===== src/rtl/evrec_pkg.sv =====
package evrec_pkg;
  localparam int REG_W     = 8;
  localparam int BIT_JAB   = 0;
  localparam int BIT_ELAS  = 1;
  localparam int BIT_PLL   = 2;
  localparam int BIT_LATE  = 3;
  localparam int BIT_PART  = 4;
  localparam int BIT_LINK  = 5;
  localparam int BIT_SHORT = 6;
  localparam int NUM_EV    = 7;

  typedef struct packed {
    logic clearStage;
    logic gather;
    logic commit;
  } ctrlStrobes_t;
endpackage


===== src/rtl/evrec_ctrl.sv =====
module evrec_ctrl
  import evrec_pkg::*;
(
  input  logic         clk,
  input  logic         rstN,
  input  logic         pktStart,
  input  logic         pktEnd,
  output ctrlStrobes_t strobes,
  output logic         inPacket
);
  typedef enum logic {IDLE, ACTIVE} state_t;
  state_t state, nextState;

  always_comb begin
    strobes   = '0;
    nextState = state;
    case (state)
      IDLE: begin
        if (pktStart) begin
          strobes.clearStage = 1'b1;
          nextState          = ACTIVE;
        end
      end
      ACTIVE: begin
        strobes.gather = 1'b1;
        if (pktEnd) begin
          strobes.commit = 1'b1;
          nextState      = IDLE;
        end
      end
      default: nextState = IDLE;
    endcase
  end

  always_ff @(posedge clk) begin
    if (!rstN) state <= IDLE;
    else       state <= nextState;
  end

  assign inPacket = (state == ACTIVE);


  commit_ends_packet_chk: assert property (@(posedge clk) disable iff (!rstN)
    strobes.commit |=> !inPacket);


  start_opens_packet_chk: assert property (@(posedge clk) disable iff (!rstN)
    strobes.clearStage |=> inPacket);


  strobe_exclusive_chk: assert property (@(posedge clk) disable iff (!rstN)
    $onehot0({strobes.clearStage, strobes.commit}));
endmodule


===== src/rtl/evrec_datapath.sv =====
module evrec_datapath
  import evrec_pkg::*;
#(
  parameter int W = REG_W
) (
  input  logic         clk,
  input  logic         rstN,
  input  ctrlStrobes_t strobes,
  input  logic [W-1:0] evIn,
  input  logic         collision,
  input  logic         maskWe,
  input  logic [W-1:0] maskIn,
  input  logic         rdStb,
  output logic [W-1:0] recReg
);
  localparam logic [W-1:0] VALID_MASK = W'((1 << NUM_EV) - 1);

  logic [W-1:0] stageReg, maskReg, newEv, stageNext, commitBits;
  logic         collSeen, collNext;

  always_comb begin
    newEv = evIn & VALID_MASK;
    newEv[BIT_ELAS] = evIn[BIT_ELAS] & ~(stageReg[BIT_PLL] | evIn[BIT_PLL]);
    stageNext = stageReg | newEv;
    collNext  = collSeen | collision;
    commitBits = stageNext;
    commitBits[BIT_ELAS]  = stageNext[BIT_ELAS]  & ~collNext;
    commitBits[BIT_SHORT] = stageNext[BIT_SHORT] & ~collNext;
    commitBits = commitBits & maskReg;
  end

  always_ff @(posedge clk) begin
    if (!rstN) begin
      stageReg <= '0;
      collSeen <= 1'b0;
    end else if (strobes.clearStage) begin
      stageReg <= '0;
      collSeen <= 1'b0;
    end else if (strobes.gather) begin
      stageReg <= stageNext;
      collSeen <= collNext;
    end
  end

  always_ff @(posedge clk) begin
    if (!rstN)       maskReg <= '0;
    else if (maskWe) maskReg <= maskIn;
  end

  always_ff @(posedge clk) begin
    if (!rstN) recReg <= '0;
    else       recReg <= (rdStb ? '0 : recReg) | (strobes.commit ? commitBits : '0);
  end


  read_clears_chk: assert property (@(posedge clk) disable iff (!rstN)
    (rdStb && !strobes.commit) |=> (recReg == '0));


  commit_survives_chk: assert property (@(posedge clk) disable iff (!rstN)
    strobes.commit |=> ((recReg & $past(commitBits)) == $past(commitBits)));


  sticky_hold_chk: assert property (@(posedge clk) disable iff (!rstN)
    (!rdStb && !strobes.commit) |=> $stable(recReg));


  only_masked_chk: assert property (@(posedge clk) disable iff (!rstN)
    (strobes.commit && rdStb) |=> ((recReg & ~$past(maskReg)) == '0));
endmodule


===== src/rtl/sticky_event_recorder.sv =====
module sticky_event_recorder
  import evrec_pkg::*;
(
  input  logic       clk,
  input  logic       rstN,
  input  logic       pktStart,
  input  logic       pktEnd,
  input  logic [7:0] evIn,
  input  logic       collision,
  input  logic       maskWe,
  input  logic [7:0] maskIn,
  input  logic       irqEn,
  input  logic       rdStb,
  output logic [7:0] rdData,
  output logic       flagFound,
  output logic       irq
);
  ctrlStrobes_t strobes;
  logic         inPacket;
  logic [7:0]   recReg;

  evrec_ctrl ctrl_i (
    .clk(clk), .rstN(rstN), .pktStart(pktStart), .pktEnd(pktEnd),
    .strobes(strobes), .inPacket(inPacket)
  );

  evrec_datapath #(.W(8)) dp_i (
    .clk(clk), .rstN(rstN), .strobes(strobes), .evIn(evIn),
    .collision(collision), .maskWe(maskWe), .maskIn(maskIn),
    .rdStb(rdStb), .recReg(recReg)
  );

  assign rdData    = recReg;
  assign flagFound = |recReg;
  assign irq       = flagFound & irqEn;


  flag_fall_chk: assert property (@(posedge clk) disable iff (!rstN)
    $fell(flagFound) |-> $past(rdStb));


  idle_hold_chk: assert property (@(posedge clk) disable iff (!rstN)
    (!inPacket && !rdStb) |=> (recReg == $past(recReg)));
endmodule


===== config.mk =====
export PLATFORM = sky130hd
export DESIGN_NAME = sticky_event_recorder
export DESIGN_NICKNAME = d
export VERILOG_FILES = /design/src/rtl/evrec_pkg.sv /design/src/rtl/evrec_ctrl.sv /design/src/rtl/evrec_datapath.sv /design/src/rtl/sticky_event_recorder.sv
export SDC_FILE = /design/constraint.sdc
export NUM_CORES = 1
export LEC_CHECK = 0
export ABC_AREA = 1
export BUFFER_PORTS_ARGS = -buffer_cell sky130_fd_sc_hd__buf_2
export CORE_MARGIN = 1.5
export CORE_UTILIZATION = 42
export CTS_BUF_LIST = sky130_fd_sc_hd__clkbuf_16
export DETAILED_ROUTE_END_ITERATION = 10
export PLACE_DENSITY = 0.79
export REMOVE_ABC_BUFFERS = 1
export SKIP_LAST_GASP = 1
export SLEW_MARGIN = 40
export SYNTH_ARGS = -nofsm -noshare
export SYNTH_HDL_FRONTEND = slang
export SYNTH_HIERARCHICAL = 1
export SYNTH_SLANG_ARGS = --single-unit

===== constraint.sdc =====
create_clock -name clk -period 1.2 [get_ports clk]
set_clock_uncertainty 0.2 [all_clocks]
set_input_delay 0.18 -clock clk [delete_from_list [all_inputs] [get_ports clk]]
set_output_delay 0.18 -clock clk [all_outputs]
set_load 0.05 [all_outputs]

==> impl_metrics.env, run 1 <==
export IMPL_syn_area_sq_um=888
export IMPL_post_place_ws_ns=-0.0104
export IMPL_ys_seq_area_frac=0.518
export IMPL_multiInputGateArea_sq_um=383
export IMPL_p_leak_nw=0.657
export IMPL_clock_latency_ns=0.25
export IMPL_yosysMostFrequentCell="nor2_1"
export IMPL_path_clk_slew_ns=0.05
export IMPL_port_buffers=30
export IMPL_htree_levels=1
export IMPL_first_iter_violations=13
export IMPL_grt_total_usage=0.208
export IMPL_synth_cell_types=18
export IMPL_r2r_end="dp_i/recReg[1]$_SDFF_PN0_"
export IMPL_min_delay_start="evIn[6]"
export IMPL_criticalPathCategory="reg2out"
export IMPL_rr_startpoint="ctrl_i/inPacket$_SDFF_PN0_"
export IMPL_hold_violations=0
export IMPL_syn_to_final_growth_pct=62.4
export IMPL_cp_required_ns=0.82
export IMPL_wl_met3_microns=78
export IMPL_r2r_setup_slack_ns=0.09
export IMPL_clockBufferDepth=2
export IMPL_n_antenna_cell=0
export IMPL_firstDrtPassIters=4
export IMPL_regArea_sq_um=469
export IMPL_die_h_microns=49.0
export IMPL_synth_area_per_cell_sq_um=7.66
export IMPL_post_route_cell_area_sq_um=1440
export IMPL_core_sq_um=1980
export IMPL_dr_total_vias=924
export IMPL_layout_setup_ws_ns=-0.293
export IMPL_grt_pass1_vias=932
export IMPL_min_period_ns=1.49
export IMPL_routabilityCongestion=0.748
export IMPL_wl_met2_microns=1300
export IMPL_fp_dieW_microns=49.0
export IMPL_grt_max_degree=13
export IMPL_status="finished, violations left"
export IMPL_nets=193
export IMPL_root_buffer="clkbuf_16"
export IMPL_yosys_warnings=6
export IMPL_viasPerCell=4.74
export IMPL_drt_wirelength_per_cell_microns=12.0
export IMPL_cts_buffers=3
export IMPL_grt_pass1_wl_microns=3780
export IMPL_drc=0
export IMPL_cts_tree="done"
export IMPL_start_kind="flop"
export IMPL_post_dp_hpwl_microns=1520
export IMPL_synth_top_cells_by_count="nor2_1, dfxtp_1, a21oi_1"
export IMPL_yosysTopAreaCell="dfxtp_1"
export IMPL_max_freq_mhz=670
export IMPL_ir_drop_v=0.000885
export IMPL_drive_above_1_share=0.399
export IMPL_ant_nets=0
export IMPL_dieArea_sq_um=2400
export IMPL_holdPathStages=3
export IMPL_synth_edf_count=0
export IMPL_drv_cap=0
export IMPL_fill_cells=154
export IMPL_synthCells=116
export IMPL_postSynth_asyncResetShare=0
export IMPL_ioPinCount=34
export IMPL_whs_endpoint="dp_i/stageReg[6]$_SDFFE_PP0P_"
export IMPL_hold_worst_slack_ns=0.00436
export IMPL_period_share=1.24
export IMPL_clock_sinks=23
export IMPL_powerDensity_nw_per_um2=1200
export IMPL_arrival_ns=1.11
export IMPL_violations="setup timing"
export IMPL_placed_area_sq_um=1120
export IMPL_end_kind="output port"
export IMPL_row_count=16
export IMPL_hp_class="in2reg"
export IMPL_reg2reg_depth=6
export IMPL_finalSetupViolations=7
export IMPL_slew_violations=0
export IMPL_gr_total_overflow=0
export IMPL_fin_cells=195
export IMPL_antenna_found_initial=0
export IMPL_ys_seq_elements=23
export IMPL_routed_wl_microns=2340
export IMPL_m1WireLength_microns=931
export IMPL_yosys_top_cells_area="dfxtp_1, nor2_1, a21oi_1, nand2_1, o21ai_0"
export IMPL_crit_fanout=2
export IMPL_synth_top_area_share=0.518
export IMPL_grt_setup_unrepaired="true"
export IMPL_synth_flop_cell="dfxtp_1"
export IMPL_dp_cells=179
export IMPL_highest_layer="met4"
export IMPL_initial_utilization=0.448
-- report_power, final --
part	switching [mW]	internal (mW)
registers	0.0177	0.797
clock network	0.233	0.443
logic	0.133	0.107
total	0.384	1.35
-- critical path: stages, from the launching register on --
cell	delay (ns)
dfxtp_2	0.32
nor2_2	0.13
nand2_2	0.08
nor2_4	0.13
nor2_1	0.06
buf_6	0.14
-- final cells by class --
cell class / instances / share of cell area
clock buffer: 3 / 0.0520
clock inverter: 1 / 0.00260
inverter: 10 / 0.0278
multi-input combinational: 79 / 0.265
sequential: 23 / 0.325
tap: 27 / 0.0234
timing repair buffer: 52 / 0.304
-- cells by family (layout without fill, tap and decap cells) --
group | count (synthesis) | count (layout) | share of synthesized area
AOI/OAI and AO/OA | 28 | 28 | 0.170
buffers and inverters | 14 | 66 | 0.0760
other | 1 | 1 | 0.00422
and+or+nand+nor | 50 | 50 | 0.231
DFF | 23 | 23 | 0.518
-- per-layer routing --
| metal | track usage | vias to the layer above |
|---|---|---|
| met5 | 0 | - |
| met4 | 0.105 | 0 |
| met3 | 0.0399 | 6 |
| met2 | 0.402 | 25 |
| met1 | 0.210 | 417 |
| li1 | - | 476 |
-- per-stage QoR --
step	power, mW	setup TNS, ns	util
after floorplan	0.936	-1.05	-
after global placement	1.01	0	0.564
after detailed placement	1.02	-0.0124	0.564
after CTS	1.72	-0.599	0.693
after global routing	1.82	-1.07	0.728
final	1.73	-0.813	0.728
-- worst max-delay path by stage --
stage,from,endpoint,cells after the start
finish,dp_i/recReg[1]$_SDFF_PN0_,irq,5
detailed placement,ctrl_i/inPacket$_SDFF_PN0_,dp_i/recReg[1]$_SDFF_PN0_,6
floorplan,dp_i/recReg[3]$_SDFF_PN0_,irq,4
global route,dp_i/recReg[1]$_SDFF_PN0_,irq,5
global placement,ctrl_i/inPacket$_SDFF_PN0_,dp_i/recReg[1]$_SDFF_PN0_,6
CTS,dp_i/recReg[5]$_SDFF_PN0_,flagFound,5
-- repair_timing --
item                                    CTS  global route
pin swaps                                 0             3
hold endpoints to repair                  7             0
buffers inserted                          3             7
endpoints found under the setup margin   12            23
hold buffers                              7             0
resized for setup                        34            16
-- registers in the layout, indices dropped and copies added (netlist names) --
signal / count
dp_i/maskReg: 7
dp_i/recReg: 7
dp_i/stageReg: 7
ctrl_i/inPacket: 1
dp_i/collSeen: 1
-- layout by cell type, fill, tap and decap left out, types with 2 or more instances in the layout --
cell            n
nor2_2          4
dfxtp_2         7
buf_8           7
nor2_1         26
buf_2          21
dlygate4sd3_1   7
nor2_4          2
buf_6           8
o211ai_1        4
buf_4           9
a21oi_1        16
inv_1           7
inv_2           2
dfxtp_1        16
o21ai_0         7
nand2_2         2
clkbuf_16       3
nand2_1        13
No activity file was read; power rests on OpenSTA's default activity.
==> run 2: changes to the inputs <==
--- a/config.mk
+++ b/config.mk
@@ -6,12 +6,12 @@
 export NUM_CORES = 1
 export LEC_CHECK = 0
 export ABC_AREA = 1
-export BUFFER_PORTS_ARGS = -buffer_cell sky130_fd_sc_hd__buf_2
 export CORE_MARGIN = 1.5
-export CORE_UTILIZATION = 42
+export CORE_UTILIZATION = 52
 export CTS_BUF_LIST = sky130_fd_sc_hd__clkbuf_16
 export DETAILED_ROUTE_END_ITERATION = 10
-export PLACE_DENSITY = 0.79
+export DONT_BUFFER_PORTS = 1
+export PLACE_DENSITY = 0.76
 export REMOVE_ABC_BUFFERS = 1
 export SKIP_LAST_GASP = 1
 export SLEW_MARGIN = 40
==> run 2 against run 1 <==
The flow finishes with violations (DRC, hold timing, setup timing). Utilization up 9.6 points. Sequential power about the same. Global-route usage up 7.5 points. Setup slack better by 0.031 ns. Via count down 3.8%. Flip-flop and latch count unchanged. Hold slack worse by 0.065 ns. Clock power up 3.4%. Combinational power down 2%. Largest cell class unchanged. Non-clock buffer count down 21. Routed wire length up 8.4%.
==> impl_metrics.env, run 2 (synthesis results as in run 1) <==
export IMPL_core_sq_um=1560
export IMPL_post_place_ws_ns=-0.0249
export IMPL_cp_required_ns=0.82
export IMPL_layout_commonest_cell="nor2_1"
export IMPL_start_kind="flop"
export IMPL_max_stage_delay_ns=0.32
export IMPL_grt_pass1_wl_microns=3940
export IMPL_utilization=0.823
export IMPL_intPower_mw=1.35
export IMPL_hold_worst_slack_ns=-0.0605
export IMPL_syn_to_final_growth_pct=44.5
export IMPL_nets=172
export IMPL_finalSetupViolations=2
export IMPL_hp_class="in2reg"
export IMPL_n_antenna_cell=0
export IMPL_port_buffers=0
export IMPL_antenna_found_initial=0
export IMPL_initial_utilization=0.570
export IMPL_p_sw_frac=0.232
export IMPL_ioPinCount=34
export IMPL_ant_nets=0
export IMPL_final_cell_mix="nor2_1, dfxtp_1, dlygate4sd3_1, a21oi_1, nand2_1"
export IMPL_routed_wl_microns=2540
export IMPL_dp_cells=139
export IMPL_die_h_microns=44.3
export IMPL_hold_violations=2
export IMPL_grt_setup_unrepaired="true"
export IMPL_grt_total_usage=0.283
export IMPL_cts_tree="done"
export IMPL_crit_fanout=2
export IMPL_clock_latency_ns=0.25
export IMPL_drive_above_1_share=0.211
export IMPL_routabilityCongestion=0.740
export IMPL_grt_pass1_vias=906
export IMPL_drt_wirelength_per_cell_microns=15.6
export IMPL_ir_drop_v=0.00127
export IMPL_post_dp_hpwl_microns=1400
export IMPL_dr_total_vias=889
export IMPL_fill_cells=96
export IMPL_dieArea_sq_um=1970
export IMPL_min_period_ns=1.46
export IMPL_htree_levels=1
export IMPL_max_freq_mhz=684
export IMPL_seq_power_share=0.467
export IMPL_placed_area_sq_um=973
export IMPL_p_leak_nw=0.567
export IMPL_clockBufferDepth=2
export IMPL_arrival_ns=1.08
export IMPL_first_iter_violations=34
export IMPL_root_buffer="clkbuf_16"
export IMPL_clockPowerShare=0.399
export IMPL_cts_hold_buffers=19
export IMPL_path_clk_slew_ns=0.06
export IMPL_p_comb_frac=0.134
export IMPL_slowest_stage="dfxtp_2"
export IMPL_fp_dieW_microns=44.3
export IMPL_post_route_cell_area_sq_um=1280
export IMPL_firstDrtPassIters=7
export IMPL_grt_max_degree=13
export IMPL_status="finished, violations left"
export IMPL_fin_cells=163
export IMPL_cp_cell_sequence="nor2_2 -> nand2_1 -> nor2_2 -> nor2_1 -> buf_6"
export IMPL_reg_top3="dp_i/maskReg (7), dp_i/recReg (7), dp_i/stageReg (7)"
export IMPL_gr_total_overflow=0
export IMPL_period_share=1.22
export IMPL_clock_sinks=23
export IMPL_drc=2
export IMPL_p_sw_uw=406
export IMPL_criticalPathCategory="reg2out"
export IMPL_slew_violations=0
export IMPL_viasPerCell=5.45
export IMPL_powerDensity_nw_per_um2=1360
export IMPL_end_kind="output port"
export IMPL_layout_setup_ws_ns=-0.261
export IMPL_violations="DRC, hold timing, setup timing"
export IMPL_cts_buffers=3
export IMPL_cp_common_cell="nor2_2"
export IMPL_drv_cap=0
export IMPL_row_count=14
-- run 2: cell types whose count changed in the layout (fill, tap and decap cells not counted), moves of 3 or more --
cell            previous run  this run
buf_2                     21         0
buf_6                      8         2
buf_8                      7         0
dfxtp_1                   16        19
dfxtp_2                    7         4
dlygate4sd3_1              7        16
dlymetal6s4s_1             0         3
nor2_2                     4         7
-- run 2: power groups by stage --
stage	registers, mW	clock network, mW	logic [mW]
floorplan	0.835	0	0.101
global placement	0.827	0	0.151
detailed placement	0.829	0	0.156
CTS	0.813	0.700	0.216
global route	0.819	0.726	0.256
finish	0.817	0.699	0.236
-- run 2: per-stage QoR --
step                      power, mW  setup TNS (ns)
after floorplan               0.936           -1.05
after global placement        0.978               0
after detailed placement      0.984         -0.0249
after CTS                      1.73           -1.22
after global routing           1.80          -0.668
final                          1.75          -0.515
-- run 2: area by class of cell --
cell class / instances / area (sq um) / area share
flip-flops and latches: 23 / 465 / 0.363
multi-input cells: 79 / 370 / 0.288
repair buffers: 31 / 308 / 0.240
clock buffers: 3 / 75.1 / 0.0585
inverters: 10 / 41.3 / 0.0322
well taps: 16 / 20.0 / 0.0156
clock inverters: 1 / 3.75 / 0.00292
-- run 2: critical path: cells and delay by family (launching register included) --
kind	cells	cell delay (ns)
flops	1	0.32
simple gates	4	0.36
buf+inv	1	0.15
-- run 2: per-layer routing --
metal | global-route usage | routed length, microns
met1 | 0.351 | 1000
met2 | 0.485 | 1330
met3 | 0.0367 | 185
met4 | 0.133 | 19
met5 | 0 | 0
-- run 2: final timing paths --
path / from / to / slack, ns / depth (start not counted)
max: dp_i/recReg[4]$_SDFF_PN0_ / irq / -0.26 / 5
min: pktEnd / ctrl_i/inPacket$_SDFF_PN0_ / -0.06 / 3
max reg2reg: ctrl_i/inPacket$_SDFF_PN0_ / dp_i/recReg[1]$_SDFF_PN0_ / 0.03 / 6
min reg2reg: dp_i/maskReg[1]$_SDFFE_PN0P_ / dp_i/maskReg[1]$_SDFFE_PN0P_ / 0.29 / 2
-- run 2: timing repair --
action,in CTS,in global routing
endpoints found under the hold margin,23,1
setup endpoints to repair,4,19
setup buffers,0,1
pin swaps,3,4
resized for setup,5,11
==> run 3: changes to the inputs <==
--- a/config.mk
+++ b/config.mk
@@ -17,5 +17,4 @@
 export SLEW_MARGIN = 40
 export SYNTH_ARGS = -nofsm -noshare
 export SYNTH_HDL_FRONTEND = slang
-export SYNTH_HIERARCHICAL = 1
 export SYNTH_SLANG_ARGS = --single-unit
==> run 3 against run 2 <==
The flow finishes with violations (hold timing, setup timing). Critical path depth fell by 1. Sequential power barely moved. Global-route usage fell by 4.2 points. Non-clock buffer count rose by 3. Synthesized cell count fell by 3.4%. Setup slack got worse by 0.082 ns. Via count fell by 0.56%. Clock power fell by 2%. Total power fell by 0.80%. Flip-flop and latch count did not move. Sequential share of layout area fell by 0.92 points. Critical path type unchanged. Largest cell class unchanged. Largest power group unchanged. Highest routed layer unchanged.
==> impl_metrics.env, run 3 <==
export IMPL_clockBufferDepth=2
export IMPL_ys_seq_area_frac=0.529
export IMPL_powerDensity_nw_per_um2=1320
export IMPL_port_buffers=0
export IMPL_yosysTopAreaCell="dfxtp_1"
export IMPL_layout_setup_ws_ns=-0.343
export IMPL_die_h_microns=43.9
export IMPL_hold_worst_slack_ns=-0.0398
export IMPL_synth_flop_cell="dfxtp_1"
export IMPL_grt_pass1_vias=861
export IMPL_post_dp_hpwl_microns=1290
export IMPL_clock_latency_ns=0.25
export IMPL_max_freq_mhz=648
export IMPL_synth_top_area_share=0.529
export IMPL_syn_to_final_growth_pct=50.9
export IMPL_synth_cell_types=17
export IMPL_dieArea_sq_um=1930
export IMPL_grt_setup_unrepaired="true"
export IMPL_p_leak_nw=0.580
export IMPL_gr_total_overflow=0
export IMPL_grt_total_usage=0.241
export IMPL_fp_dieW_microns=43.9
export IMPL_viasPerCell=5.39
export IMPL_power_mw=1.74
export IMPL_hp_class="in2reg"
export IMPL_antenna_found_initial=0
export IMPL_routabilityCongestion=0.761
export IMPL_slew_violations=0
export IMPL_fill_cells=88
export IMPL_cts_buffers=3
export IMPL_row_count=14
export IMPL_tns_ns=-0.591
export IMPL_min_period_ns=1.54
export IMPL_routed_wl_microns=2370
export IMPL_synth_edf_count=0
export IMPL_finalSetupViolations=2
export IMPL_placed_area_sq_um=978
export IMPL_ys_seq_elements=23
export IMPL_criticalPathCategory="reg2out"
export IMPL_drive_above_1_share=0.236
export IMPL_ioPinCount=34
export IMPL_initial_utilization=0.565
export IMPL_ir_drop_v=0.00124
export IMPL_crit_family="simple AND/OR/NAND/NOR gates"
export IMPL_root_buffer="clkbuf_16"
export IMPL_post_route_cell_area_sq_um=1310
export IMPL_firstDrtPassIters=4
export IMPL_start_kind="flop"
export IMPL_cp_cell_sequence="nor3_2 -> nand3_1 -> and2_4 -> buf_12"
export IMPL_grt_max_degree=13
export IMPL_period_share=1.29
export IMPL_clock_sinks=23
export IMPL_cts_hold_buffers=18
export IMPL_arrival_ns=1.16
export IMPL_drt_wirelength_per_cell_microns=14.5
export IMPL_grt_pass1_wl_microns=3480
export IMPL_path_buf_inv=1
export IMPL_layout_commonest_cell="nor2_1"
export IMPL_cp_required_ns=0.82
export IMPL_htree_levels=1
export IMPL_hold_violations=1
export IMPL_yosysMostFrequentCell="nor2_1"
export IMPL_n_antenna_cell=0
export IMPL_violations="hold timing, setup timing"
export IMPL_max_stage_delay_ns=0.32
export IMPL_end_kind="output port"
export IMPL_syn_area_sq_um=871
export IMPL_path_clk_slew_ns=0.06
export IMPL_yosys_warnings=0
export IMPL_synth_area_per_cell_sq_um=7.78
export IMPL_crit_fanout=2
export IMPL_dr_total_vias=884
export IMPL_core_sq_um=1540
export IMPL_first_iter_violations=22
export IMPL_slowest_stage="dfxtp_1"
export IMPL_yosys_top_cells_area="dfxtp_1, nor2_1, a21oi_1, o21ai_0, nand2_1"
export IMPL_synthCells=112
export IMPL_cts_tree="done"
export IMPL_status="finished, violations left"
export IMPL_ant_nets=0
export IMPL_drv_cap=0
export IMPL_synth_top_cells_by_count="nor2_1, dfxtp_1, a21oi_1"
export IMPL_drc=0
export IMPL_postSynth_asyncResetShare=0
export IMPL_reg_top3="dp_i.maskReg (7), dp_i.recReg (7), dp_i.stageReg (7)"
export IMPL_final_cell_mix="nor2_1, dfxtp_1, a21oi_1, dlygate4sd3_1, buf_4"
export IMPL_nets=173
[run 3: changes by cell type after synthesis, moves of 2 or more]
| cell | delta |
|---|---|
| nor2_1 | +5 |
| inv_2 | +2 |
| o21ai_0 | +5 |
| nand2_1 | -6 |
| inv_1 | -3 |
| nor2_2 | -3 |
| o211ai_1 | -4 |
[run 3: layout make-up]
| cell class | instances | area (sq um) | area share |
|---|---|---|---|
| Clock buffer | 3 | 75.1 | 0.0571 |
| Clock inverter | 1 | 3.75 | 0.00286 |
| Inverter | 8 | 32.5 | 0.0248 |
| Multi-Input combinational cell | 79 | 390 | 0.297 |
| Sequential cell | 23 | 464 | 0.353 |
| Tap cell | 16 | 20.0 | 0.0152 |
| Timing Repair Buffer | 34 | 328 | 0.250 |
[run 3: worst register-to-register path, stage by stage (launching register included)]
cell	delay [ns]
dfxtp_4	0.37
buf_6	0.11
inv_2	0.04
a21oi_4	0.18
inv_4	0.07
nor2_1	0.12
[run 3: report_power, final]
group          switching, mW  internal, mW
sequential            0.0205         0.795
clock                  0.244         0.443
combinational          0.126         0.109
total                  0.390          1.35
[run 3: kinds of logic (layout without fill, tap and decap cells)]
group | Yosys count | in the layout | synth area share
AND/OR/NAND/NOR | 47 | 47 | 0.213
AO/OA/AOI/OAI | 31 | 31 | 0.203
flip-flops | 23 | 23 | 0.529
buffers and inverters | 10 | 46 | 0.0517
other | 1 | 1 | 0.00431
[run 3: per-layer routing]
metal  track usage  vias up  share of wire
li1              -      436              -
met1         0.282      397           0.40
met2         0.441       45           0.50
met3        0.0458        6          0.083
met4        0.0727        0          0.013
met5             0        -              0
[run 3: final timing paths]
| kind | startpoint | endpoint | slack, ns | cells after the start |
|---|---|---|---|---|
| worst min-delay path | pktEnd | ctrl_i.inPacket$_SDFF_PN0_ | -0.04 | 3 |
| worst max-delay path | dp_i.recReg[1]$_SDFF_PN0_ | irq | -0.34 | 4 |
| worst min register to register | dp_i.maskReg[1]$_SDFFE_PN0P_ | dp_i.maskReg[1]$_SDFFE_PN0P_ | 0.28 | 2 |
| worst max register to register | ctrl_i.inPacket$_SDFF_PN0_ | dp_i.stageReg[4]$_SDFFE_PP0P_ | 0.04 | 5 |
[run 3: metrics by stage]
| stage | utilization | setup slack [ns] | cells |
|---|---|---|---|
| floorplan | - | -0.849 | 110 |
| global placement | 0.635 | -0.0874 | 138 |
| detailed placement | 0.635 | -0.115 | 138 |
| CTS | 0.810 | -0.350 | 160 |
| global route | 0.852 | -0.395 | 164 |
| finish | 0.852 | -0.343 | 164 |
[run 3: timing repair]
item	in CTS	in global routing
gates resized for setup	4	13
hold endpoints to repair	23	1
pin swaps	1	4
buffers inserted	0	4
setup endpoints to repair	3	24
